--- src/rtl/irq_ctrl_pkg.sv ---
package irq_ctrl_pkg;
  typedef enum logic {
    SRC_EXT = 1'b0,
    SRC_TMR = 1'b1
  } irq_src_e;

  localparam int unsigned N_SRC = 2;
endpackage

--- src/rtl/irq_src_gate.sv ---
module irq_src_gate (
  input  logic clk,
  input  logic rst_n,
  input  logic ext_en_i,
  input  logic ext_dis_i,
  input  logic tmr_en_i,
  input  logic tmr_dis_i,
  input  logic tmr_ovf_i,
  input  logic tmr_taken_i,
  output logic ext_on_o,
  output logic tmr_on_o,
  output logic tmr_pend_o
);
  logic ext_on_q, ext_on_d;
  logic tmr_on_q, tmr_on_d;
  logic pend_q, pend_d;

  always_comb begin
    ext_on_d = ext_on_q;
    if (ext_dis_i)     ext_on_d = 1'b0;
    else if (ext_en_i) ext_on_d = 1'b1;

    tmr_on_d = tmr_on_q;
    if (tmr_dis_i)     tmr_on_d = 1'b0;
    else if (tmr_en_i) tmr_on_d = 1'b1;

    pend_d = tmr_on_d & ((pend_q & ~tmr_taken_i) | tmr_ovf_i);
  end

  always_ff @(posedge clk or negedge rst_n) begin
    if (!rst_n) begin
      ext_on_q <= 1'b0;
      tmr_on_q <= 1'b0;
      pend_q   <= 1'b0;
    end else begin
      ext_on_q <= ext_on_d;
      tmr_on_q <= tmr_on_d;
      pend_q   <= pend_d;
    end
  end

  assign ext_on_o   = ext_on_q;
  assign tmr_on_o   = tmr_on_q;
  assign tmr_pend_o = pend_q;

  a_r2_disable_wins: assert property (@(posedge clk) disable iff (!rst_n)
    ext_dis_i |=> !ext_on_o);
  a_r5_pend_dropped: assert property (@(posedge clk) disable iff (!rst_n)
    tmr_dis_i |=> !tmr_pend_o);
endmodule

--- src/rtl/irq_prio.sv ---
module irq_prio #(
  parameter int unsigned N = 2
) (
  input  logic [N-1:0] req_i,
  input  logic         open_i,
  output logic         fire_o,
  output logic [N-1:0] gnt_o
);
  logic [N-1:0] raw_gnt;

  assign raw_gnt[0] = req_i[0];
  for (genvar i = 1; i < N; i++) begin : g_chain
    assign raw_gnt[i] = req_i[i] & ~(|req_i[i-1:0]);
  end

  assign fire_o = open_i & (|req_i);
  assign gnt_o  = open_i ? raw_gnt : '0;
endmodule

--- src/rtl/irq_status_keep.sv ---
module irq_status_keep #(
  parameter int unsigned FLAG_W = 3,
  parameter int unsigned BANK_W = 1,
  localparam int unsigned NIB_W = FLAG_W + BANK_W
) (
  input  logic              clk,
  input  logic              rst_n,
  input  logic              fire_i,
  input  logic              call_i,
  input  logic              retr_i,
  input  logic              bank_sel_i,
  input  logic [BANK_W-1:0] bank_val_i,
  input  logic [FLAG_W-1:0] flags_i,
  input  logic [NIB_W-1:0]  pop_nib_i,
  output logic              in_svc_o,
  output logic [BANK_W-1:0] bank_o,
  output logic              save_stb_o,
  output logic [NIB_W-1:0]  save_nib_o,
  output logic              rst_vld_o,
  output logic [NIB_W-1:0]  rst_nib_o
);
  logic              svc_q, svc_d;
  logic [BANK_W-1:0] bank_q, bank_d;
  logic              save_stb_q, save_stb_d;
  logic [NIB_W-1:0]  save_nib_q;
  logic              rst_vld_q;
  logic [NIB_W-1:0]  rst_nib_q;

  always_comb begin
    svc_d = svc_q;
    if (fire_i)      svc_d = 1'b1;
    else if (retr_i) svc_d = 1'b0;

    bank_d = bank_q;
    if (retr_i)          bank_d = pop_nib_i[BANK_W-1:0];
    else if (bank_sel_i) bank_d = bank_val_i;

    save_stb_d = call_i | fire_i;
  end

  always_ff @(posedge clk or negedge rst_n) begin
    if (!rst_n) begin
      svc_q      <= 1'b0;
      bank_q     <= '0;
      save_stb_q <= 1'b0;
      save_nib_q <= '0;
      rst_vld_q  <= 1'b0;
      rst_nib_q  <= '0;
    end else begin
      svc_q      <= svc_d;
      bank_q     <= bank_d;
      save_stb_q <= save_stb_d;
      rst_vld_q  <= retr_i;
      if (save_stb_d) save_nib_q <= {flags_i, bank_q};
      if (retr_i)     rst_nib_q  <= pop_nib_i;
    end
  end

  assign in_svc_o   = svc_q;
  assign bank_o     = bank_q;
  assign save_stb_o = save_stb_q;
  assign save_nib_o = save_nib_q;
  assign rst_vld_o  = rst_vld_q;
  assign rst_nib_o  = rst_nib_q;

  a_r7_save_nibble: assert property (@(posedge clk) disable iff (!rst_n)
    (call_i || fire_i) |=> save_stb_o && (save_nib_o == $past({flags_i, bank_o})));
  a_r9_restore_ends_svc: assert property (@(posedge clk) disable iff (!rst_n)
    (retr_i && !fire_i) |=> rst_vld_o && !in_svc_o && (rst_nib_o == $past(pop_nib_i)));
  a_r10_bank_load: assert property (@(posedge clk) disable iff (!rst_n)
    (bank_sel_i && !retr_i) |=> bank_o == $past(bank_val_i));
endmodule

--- src/rtl/irq_status_ctrl.sv ---
module irq_status_ctrl (
  input  logic       clk,
  input  logic       rst_n,
  input  logic       boundary_i,
  input  logic       ext_req_i,
  input  logic       tmr_ovf_i,
  input  logic       ext_en_i,
  input  logic       ext_dis_i,
  input  logic       tmr_en_i,
  input  logic       tmr_dis_i,
  input  logic       call_i,
  input  logic       ret_i,
  input  logic       retr_i,
  input  logic       bank_sel_i,
  input  logic       bank_val_i,
  input  logic [2:0] flags_i,
  input  logic [3:0] pop_nib_i,
  output logic       take_o,
  output logic       take_src_o,
  output logic       in_svc_o,
  output logic       save_stb_o,
  output logic [3:0] save_nib_o,
  output logic       rst_vld_o,
  output logic [3:0] rst_nib_o,
  output logic       bank_o
);
  import irq_ctrl_pkg::*;

  logic             ext_on, tmr_on, tmr_pend;
  logic [N_SRC-1:0] req, gnt;
  logic             fire;
  irq_src_e         src_d, src_q;
  logic             take_q;
  logic             tmr_taken;

  irq_src_gate u_gate (
    .clk         (clk),
    .rst_n       (rst_n),
    .ext_en_i    (ext_en_i),
    .ext_dis_i   (ext_dis_i),
    .tmr_en_i    (tmr_en_i),
    .tmr_dis_i   (tmr_dis_i),
    .tmr_ovf_i   (tmr_ovf_i),
    .tmr_taken_i (tmr_taken),
    .ext_on_o    (ext_on),
    .tmr_on_o    (tmr_on),
    .tmr_pend_o  (tmr_pend)
  );

  assign req[SRC_EXT] = ext_req_i & ext_on;
  assign req[SRC_TMR] = tmr_pend & tmr_on;

  irq_prio #(.N(N_SRC)) u_prio (
    .req_i  (req),
    .open_i (boundary_i & ~in_svc_o),
    .fire_o (fire),
    .gnt_o  (gnt)
  );

  assign src_d     = gnt[SRC_TMR] ? SRC_TMR : SRC_EXT;
  assign tmr_taken = fire & (src_d == SRC_TMR);

  always_ff @(posedge clk or negedge rst_n) begin
    if (!rst_n) begin
      take_q <= 1'b0;
      src_q  <= SRC_EXT;
    end else begin
      take_q <= fire;
      if (fire) src_q <= src_d;
    end
  end

  irq_status_keep #(.FLAG_W(3), .BANK_W(1)) u_keep (
    .clk        (clk),
    .rst_n      (rst_n),
    .fire_i     (fire),
    .call_i     (call_i),
    .retr_i     (retr_i),
    .bank_sel_i (bank_sel_i),
    .bank_val_i (bank_val_i),
    .flags_i    (flags_i),
    .pop_nib_i  (pop_nib_i),
    .in_svc_o   (in_svc_o),
    .bank_o     (bank_o),
    .save_stb_o (save_stb_o),
    .save_nib_o (save_nib_o),
    .rst_vld_o  (rst_vld_o),
    .rst_nib_o  (rst_nib_o)
  );

  assign take_o     = take_q;
  assign take_src_o = src_q;

  a_r3_take_on_boundary: assert property (@(posedge clk) disable iff (!rst_n)
    take_o |-> $past(boundary_i));
  a_r6_blocked_in_svc: assert property (@(posedge clk) disable iff (!rst_n)
    take_o |-> !$past(in_svc_o));
  a_r4_ext_first: assert property (@(posedge clk) disable iff (!rst_n)
    (take_o && $past(ext_req_i && ext_on)) |-> (take_src_o == SRC_EXT));
  a_r8_plain_ret_keeps: assert property (@(posedge clk) disable iff (!rst_n)
    (ret_i && !retr_i && !bank_sel_i) |=> $stable(bank_o) && !rst_vld_o);
endmodule

--- config.mk ---
export PLATFORM = sky130hd
export DESIGN_NAME = irq_status_ctrl
export DESIGN_NICKNAME = d
export VERILOG_FILES = /design/src/rtl/irq_ctrl_pkg.sv /design/src/rtl/irq_src_gate.sv /design/src/rtl/irq_prio.sv /design/src/rtl/irq_status_keep.sv /design/src/rtl/irq_status_ctrl.sv
export SDC_FILE = /design/constraint.sdc
export NUM_CORES = 1
export LEC_CHECK = 0
export BUFFER_PORTS_ARGS = -buffer_cell sky130_fd_sc_hd__buf_2
export CAP_MARGIN = 20
export CELL_PAD_IN_SITES_DETAIL_PLACEMENT = 0
export CELL_PAD_IN_SITES_GLOBAL_PLACEMENT = 1
export CORE_ASPECT_RATIO = 1.4
export CORE_MARGIN = 8
export CORE_UTILIZATION = 34
export DETAILED_ROUTE_END_ITERATION = 12
export PLACE_DENSITY_LB_ADDON = 0.1
export REMOVE_ABC_BUFFERS = 1
export SLEW_MARGIN = 10
export SYNTH_ARGS = -nofsm -noshare
export SYNTH_HDL_FRONTEND = slang
export SYNTH_SLANG_ARGS = --single-unit
--- constraint.sdc ---
create_clock -name clk -period 3.8 [get_ports clk]
set_input_delay 0.76 -clock clk [delete_from_list [all_inputs] [get_ports clk]]
set_output_delay 0.76 -clock clk [all_outputs]
set_load 0.005 [all_outputs]
==> summary.md, run 1 <==
| Metric | Value |
|---|---|
| Status | finished, final reports clean |
| Worst-path clk slew | around 100 ps |
| Post-layout min period | ~1600 ps |
| Unique masters post-synth | 15 |
| Starting density of the core | about 36% |
| Tightest Pin Transition | approximately 370 ps |
| Combinational family with the most area after synthesis | multiplexers |
| Total Neg Setup Slack | 0 ps |
| Final HPWL DP | 1150 um |
| MaxCap Viol Count | 0 |
| Compound-Gate Fraction of Synth Area | about 11% |
| First DRT Iteration DRCs | 5 |
| XOR/XNOR Fraction of Synth Area | 0% |
| Worst Hold Class | primary input to async pin |
| Total GRT Usage | approximately 8.9% |
| First-pass GRT wire length | 2420 um |
| Vias in the first global route | between 500 and 600 |
| Grt ovf | 0 |
| Family with the most delay on the worst path | flip-flops |
| Hold Vio Cnt, Final | 0 |
| Skew-Pair Late Insertion Delay | between 200 and 300 ps |
| Multiplexer area fraction after synthesis | between 10% and 20% |
| WS Path Type | flip-flop to primary output |
| Slowest cell on crit path | dfrtp_1 |
| Mean post-synth cell area | roughly 14 sq um |
| Max clock buf depth | 2 |
| Data required, critical path | between 3000 and 4000 ps |
| Row count | 18 |
| Total number of vias | 474 |
| Setup Skew | roughly 10 ps |
| GPL Wtd Cong | 0.728 |
| WL per Instance | around 13 um |
| Rel. slew slack | between 70% and 80% |
| Simple-gate area share of the yosys netlist | under 10% |
| Final-report setup violation count | 0 |
| Synth Register Bits | 17 |
| Fin nets | about 110 |
| Area delta synth->final | 33.5% |
| CTS Buf Count | 3 |
| CP Max Fanout | 3 |
| Die span in y | about 67 um |
| Io pins | 35 |
| Post-synthesis adder-cell area fraction | 0% |
| # DRC | 0 |
| Dpl cell area | 826 sq um |
| Initial antenna violation count | 0 |
| Diode count | 0 |
| Period utilisation layout | approximately two fifths |
| CTS Hold Bufs | 0 |
| H-tree Lvls | 1 |
| Startpoint types | flip-flop |
| Clock tree sinks | 17 |
| CTS tree | yes |
| Largest net degree at the start of global routing | 18 |
| Crit. path cell count | 1 |
| R2R depth | 3 |
| Sequential fraction of the synthesis area | between 60% and 70% |
| Die area | 0.00354 sq mm |
| Critical-path cell list | buf_2 |
| Root cell of the clock tree | clkbuf_4 |
| DR vias/cell | 4.60 |
| CP Buf/Inv Count | 1 |
| Slew Limit Fails | 0 |
| Core Area | between 0.0015 and 0.002 sq mm |
| Fmax | 0.628 GHz |
| Antenna Nets Post-Route | 0 |
| Synth warnings | 0 |
| RSZ-0062 raised after global routing | no |
| Share of post-route cells with drive strength above 1 | around 55% |
| Post-CTS Resized | 0 |
| Die span in x | approximately 53 um |
| Mapped Area | 639 sq um |
| Crit path arrival time | 830 ps |
| WL final | 1390 um |
| PortBufs | 33 |
| CP max stage delay | between 400 and 500 ps |
| Synthesized instance count | 47 |
| Setup Buffers After CTS | 0 |
| Peak VDD IR | roughly 0.21 mV |
| Crit path capture type | primary output |
| Pwr Density | 423 mW/mm^2 |
| Detailed-router iteration count before antenna repair | 3 |
| Finished Cell Area | about 850 sq um |
| Static Leak | approximately 0.45 nW |
## logic make-up (layout without fill, tap and decap cells)
| logic type | after synthesis | in the layout |
|---|---|---|
| compound gates | 9 | 9 |
| buf+inv | 5 | 41 |
| simple gates | 8 | 8 |
| flops | 17 | 17 |
| mux | 8 | 8 |
## worst paths after layout
path,endpoint,slack [ps],start
max,bank_o,2210,u_keep.bank_o$_DFFE_PN0P_
min in group clk,u_keep.save_nib_o[3]$_DFFE_PN0P_,510,u_keep.save_nib_o[3]$_DFFE_PN0P_
min reg2reg,u_keep.save_nib_o[3]$_DFFE_PN0P_,510,u_keep.save_nib_o[3]$_DFFE_PN0P_
min,u_keep.save_nib_o[2]$_DFFE_PN0P_,360,rst_n
max reg2reg,u_keep.save_nib_o[0]$_DFFE_PN0P_,2470,u_gate.tmr_pend_o$_DFF_PN0_
max in group asynchronous,u_keep.in_svc_o$_DFFE_PN0P_,3160,rst_n
## cells in the mapped netlist
master	number	area share [%]
a21oi_4	1	2.5
dfrtp_1	17	67
mux2i_1	1	1.6
nor2_1	4	2.3
mux2_2	7	12
a31oi_1	3	2.9
clkbuf_1	1	0.59
o21a_1	1	1.2
nand2_1	2	1.2
and2_1	1	0.98
o21ai_0	2	1.6
inv_1	4	2.3
a21o_1	1	1.2
a22o_1	1	1.4
nor2b_2	1	1.4
## registers in the layout, indices dropped and copies added, names as in the netlist
name	count
take_o	1
take_src_o	1
u_gate.ext_on_o	1
u_gate.tmr_on_o	1
u_gate.tmr_pend_o	1
u_keep.bank_o	1
u_keep.in_svc_o	1
u_keep.rst_nib_o	4
u_keep.rst_vld_o	1
u_keep.save_nib_o	4
u_keep.save_stb_o	1
## worst register-to-register path: stages, from the launching register on
cell and delay (ps):
dfrtp_1 410, a22o_1 280, a21oi_4 200, mux2_2 350
## power by group
part / switching [mW] / internal (mW) / leakage (nW)
clock: 0.0563 / 0.0391 / 0.0177
combinational: 0.0256 / 0.0320 / 0.229
sequential: 0.00940 / 0.199 / 0.207
total: 0.0912 / 0.270 / 0.454
## layout by cell type, fill, tap and decap left out
cell / netlist / layout
a21o_1: 1 / 1
a21oi_4: 1 / 1
a22o_1: 1 / 1
a31oi_1: 3 / 3
and2_1: 1 / 1
buf_2: 0 / 33
clkbuf_4: 0 / 3
clkinv_2: 0 / 1
dfrtp_1: 17 / 17
inv_1: 4 / 4
mux2_2: 7 / 7
mux2i_1: 1 / 1
nand2_1: 2 / 2
nor2_1: 4 / 4
nor2b_2: 1 / 1
o21a_1: 1 / 1
o21ai_0: 2 / 2
## per-layer routing
metal | routed length, um | up-vias | track usage [%]
met5 | 0 | - | 0
met4 | 0 | 0 | 4.87
met3 | 168 | 0 | 4.40
met2 | 695 | 20 | 15.2
met1 | 521 | 224 | 8.50
li1 | - | 230 | -
## cell type report
type	instances	area, sq um
Clock buffer	3	22.5
Inverter	4	15.0
Multi-Input combinational cell	25	195
Fill cell	175	926
Tap cell	20	25.0
Timing Repair Buffer	33	165
Sequential cell	17	425
Clock inverter	1	5.00
## per-stage QoR
stage	total power, mW	hold slack, ps	instances	worst slack (ps)	utilization [%]
2_1_floorplan	0.236	464	46	2180	-
3_3_place_gp	0.271	485	99	2000	46.4
3_5_place_dp	0.272	489	99	2010	46.4
4_1_cts	0.368	372	103	2180	48.0
5_1_grt	0.382	394	103	2150	48.0
6_report	0.361	364	103	2210	48.0
No activity file was read; power rests on OpenSTA's default activity.
==> run 2, diff against run 1 <==
--- a/config.mk
+++ b/config.mk
@@ -11,7 +11,7 @@
 export CELL_PAD_IN_SITES_GLOBAL_PLACEMENT = 1
 export CORE_ASPECT_RATIO = 1.4
 export CORE_MARGIN = 8
-export CORE_UTILIZATION = 34
+export CORE_UTILIZATION = 31
 export DETAILED_ROUTE_END_ITERATION = 12
 export PLACE_DENSITY_LB_ADDON = 0.1
 export REMOVE_ABC_BUFFERS = 1
==> constraint.sdc (replaced) <==
create_clock -name clk -period 1.62 [get_ports clk]
set_input_delay 0.324 -clock clk [delete_from_list [all_inputs] [get_ports clk]]
set_output_delay 0.324 -clock clk [all_outputs]
set_load 0.005 [all_outputs]
==> summary.md, run 2 (synthesized netlist as in run 1, its figures left out) <==
| Metric | Value |
|---|---|
| WL final | between 1000 and 1500 um |
| Setup Skew | approximately 2.5 ps |
| Commonest cells after routing, fill and taps aside | buf_2, dfrtp_1, mux2_2 |
| R2r startpoint | u_gate.tmr_pend_o$_DFF_PN0_ |
| RSZ-0062 raised after global routing | no |
| Peak VDD IR | about 0.51 mV |
| Share of post-route cells with drive strength above 1 | 53.6% |
| Data required, critical path | 1800 ps |
| Net Sw Frac | between 20 and 30% |
| Status | finished, final reports clean |
| PortBufs | 33 |
| Vias in the first global route | between 500 and 600 |
| Logic gate share of total power | between 10% and 20% |
| Grt ovf | 0 |
| WS Path Type | flip-flop to flip-flop |
| CTS tree | yes |
| Static Leak | between 0.4 and 0.5 nW |
| Finished Cell Area | 863 sq um |
| H-tree Lvls | 1 |
| Clk pwr share | a little over a quarter |
| CP Buf/Inv Count | 0 |
| Slew Limit Fails | 0 |
| Critical-path cell list | a22o_1, a21oi_4, mux2_2 |
| CP Max Fanout | 5 |
| Dpl cell area | about 830 sq um |
| Antenna Nets Post-Route | 0 |
| Filler cells | between 200 and 250 |
| Worst Hold Class | primary input to flip-flop |
| Slowest cell on crit path | dfrtp_1 |
| R2r setup slk | about 260 ps |
| Crit path arrival time | ~1500 ps |
| Crit path capture type | flip-flop |
| Detailed-router iteration count before antenna repair | 2 |
| Rel. slew slack | 74.3% |
| Top Layer Used | met3 |
| Met1 wire length | ~580 um |
| Total Neg Setup Slack | 0 ps |
| Setup Buffers After CTS | 0 |
| Die span in x | 54.4 um |
| Area delta synth->final | 35.0% |
| Row count | 19 |
| Seq pwr share | between 50 and 60% |
| Largest net degree at the start of global routing | 18 |
| WL per Instance | 14.0 um |
| Final-report setup violation count | 0 |
| FF/Latch Area | 425 sq um |
| Root cell of the clock tree | clkbuf_4 |
| Pwr Density | a little under 1000 mW/mm^2 |
| CP max stage delay | 420 ps |
| Io pins | 35 |
| Total GRT Usage | approximately 8.4% |
| DR vias/cell | between 4 and 5 |
| First-pass GRT wire length | 2460 um |
| Hold Vio Cnt, Final | 0 |
| Met3 WL | between 150 and 200 um |
| Initial antenna violation count | 0 |
| Starting density of the core | approximately 33% |
| R2R depth | 3 |
| Clock tree sinks | 17 |
| Tightest Pin Transition | around 380 ps |
| GPL Wtd Cong | between 0.6 and 0.7 |
| Fmax | 0.737 GHz |
| Total number of vias | 477 |
| Max clock buf depth | 2 |
| # DRC | 0 |
| Core Area | just under 0.002 sq mm |
| First DRT Iteration DRCs | 5 |
| Post-layout min period | about 1400 ps |
| Fin Hold WS | roughly 170 ps |
| Period utilisation layout | a little over four fifths |
| Critical R2R Capture | u_keep.save_nib_o[1]$_DFFE_PN0P_ |
| MaxCap Viol Count | 0 |
| CTS Buf Count | 3 |
| Worst-path clk slew | about 100 ps |
| Diode count | 0 |
| Hold depth | 2 |
| Met2 Wirelength | 723 um |
| Fin nets | approximately 110 |
| NetSw | between 200 and 250 uW |
| Startpoint types | flip-flop |
| Multi-input gate area | just under 200 sq um |
| Most common cell after layout, fill and taps aside | buf_2 |
| Int Power | around 640 uW |
| Skew-Pair Late Insertion Delay | about 280 ps |
| Hold worst-path end | u_gate.ext_on_o$_DFFE_PN0P_ |
| Die span in y | ~70 um |
| Family with the most delay on the worst path | compound AO/OA/AOI/OAI gates |
| Hold Path Origin | ext_dis_i |
| Die area | 0.00379 sq mm |
[run 2: cell types whose count changed in the layout (fill, tap and decap cells not counted), sizes merged]
cell / delta
dlygate4sd3: +1
clkinv: -1
clkbuf: +1
[run 2: per-layer routing]
metal,vias up,track usage (%)
met2,22,13.3
met4,0,4.12
li1,233,-
met5,-,0
met3,0,2.79
met1,222,9.58
[run 2: how the worst max path moves through the flow]
stage / startpoint / to / depth (start not counted)
floorplan: u_gate.tmr_pend_o$_DFF_PN0_ / u_keep.save_nib_o[0]$_DFFE_PN0P_ / 3
global placement: ext_req_i / u_keep.save_nib_o[3]$_DFFE_PN0P_ / 4
detailed placement: ext_req_i / u_keep.save_nib_o[1]$_DFFE_PN0P_ / 4
CTS: u_gate.tmr_pend_o$_DFF_PN0_ / u_keep.save_nib_o[1]$_DFFE_PN0P_ / 3
global route: u_gate.tmr_pend_o$_DFF_PN0_ / u_keep.save_nib_o[2]$_DFFE_PN0P_ / 3
finish: u_gate.tmr_pend_o$_DFF_PN0_ / u_keep.save_nib_o[1]$_DFFE_PN0P_ / 3
[run 2: through the flow]
step	instances	utilization, %	total power [mW]	worst slack (ps)
2_1_floorplan	46	-	0.553	352
3_3_place_gp	100	42.4	0.635	258
3_5_place_dp	100	42.4	0.638	257
4_1_cts	105	44.3	0.875	252
5_1_grt	105	44.3	0.914	171
6_report	105	44.3	0.852	263
[run 2: what timing repair did]
| item | in CTS | in global routing |
|---|---|---|
| resized for setup | 0 | 0 |
| hold buffers | 1 | 0 |
| endpoints found under the hold margin | 17 | 0 |
[run 2: area by class of cell]
cell class | count | area share, %
Multi-Input combinational cell | 25 | 22.6
Clock buffer | 4 | 3.04
Inverter | 4 | 1.74
Timing Repair Buffer | 34 | 20.3
Tap cell | 21 | 3.04
Sequential cell | 17 | 49.3
[run 2: power by group through the flow]
stage          combinational (mW)  sequential, mW  clock [mW]
4_1_cts                     0.143           0.490       0.243
3_3_place_gp                0.139           0.497           0
3_5_place_dp                0.141           0.498           0
5_1_grt                     0.155           0.496       0.263
6_report                    0.137           0.489       0.226
2_1_floorplan              0.0536           0.500           0
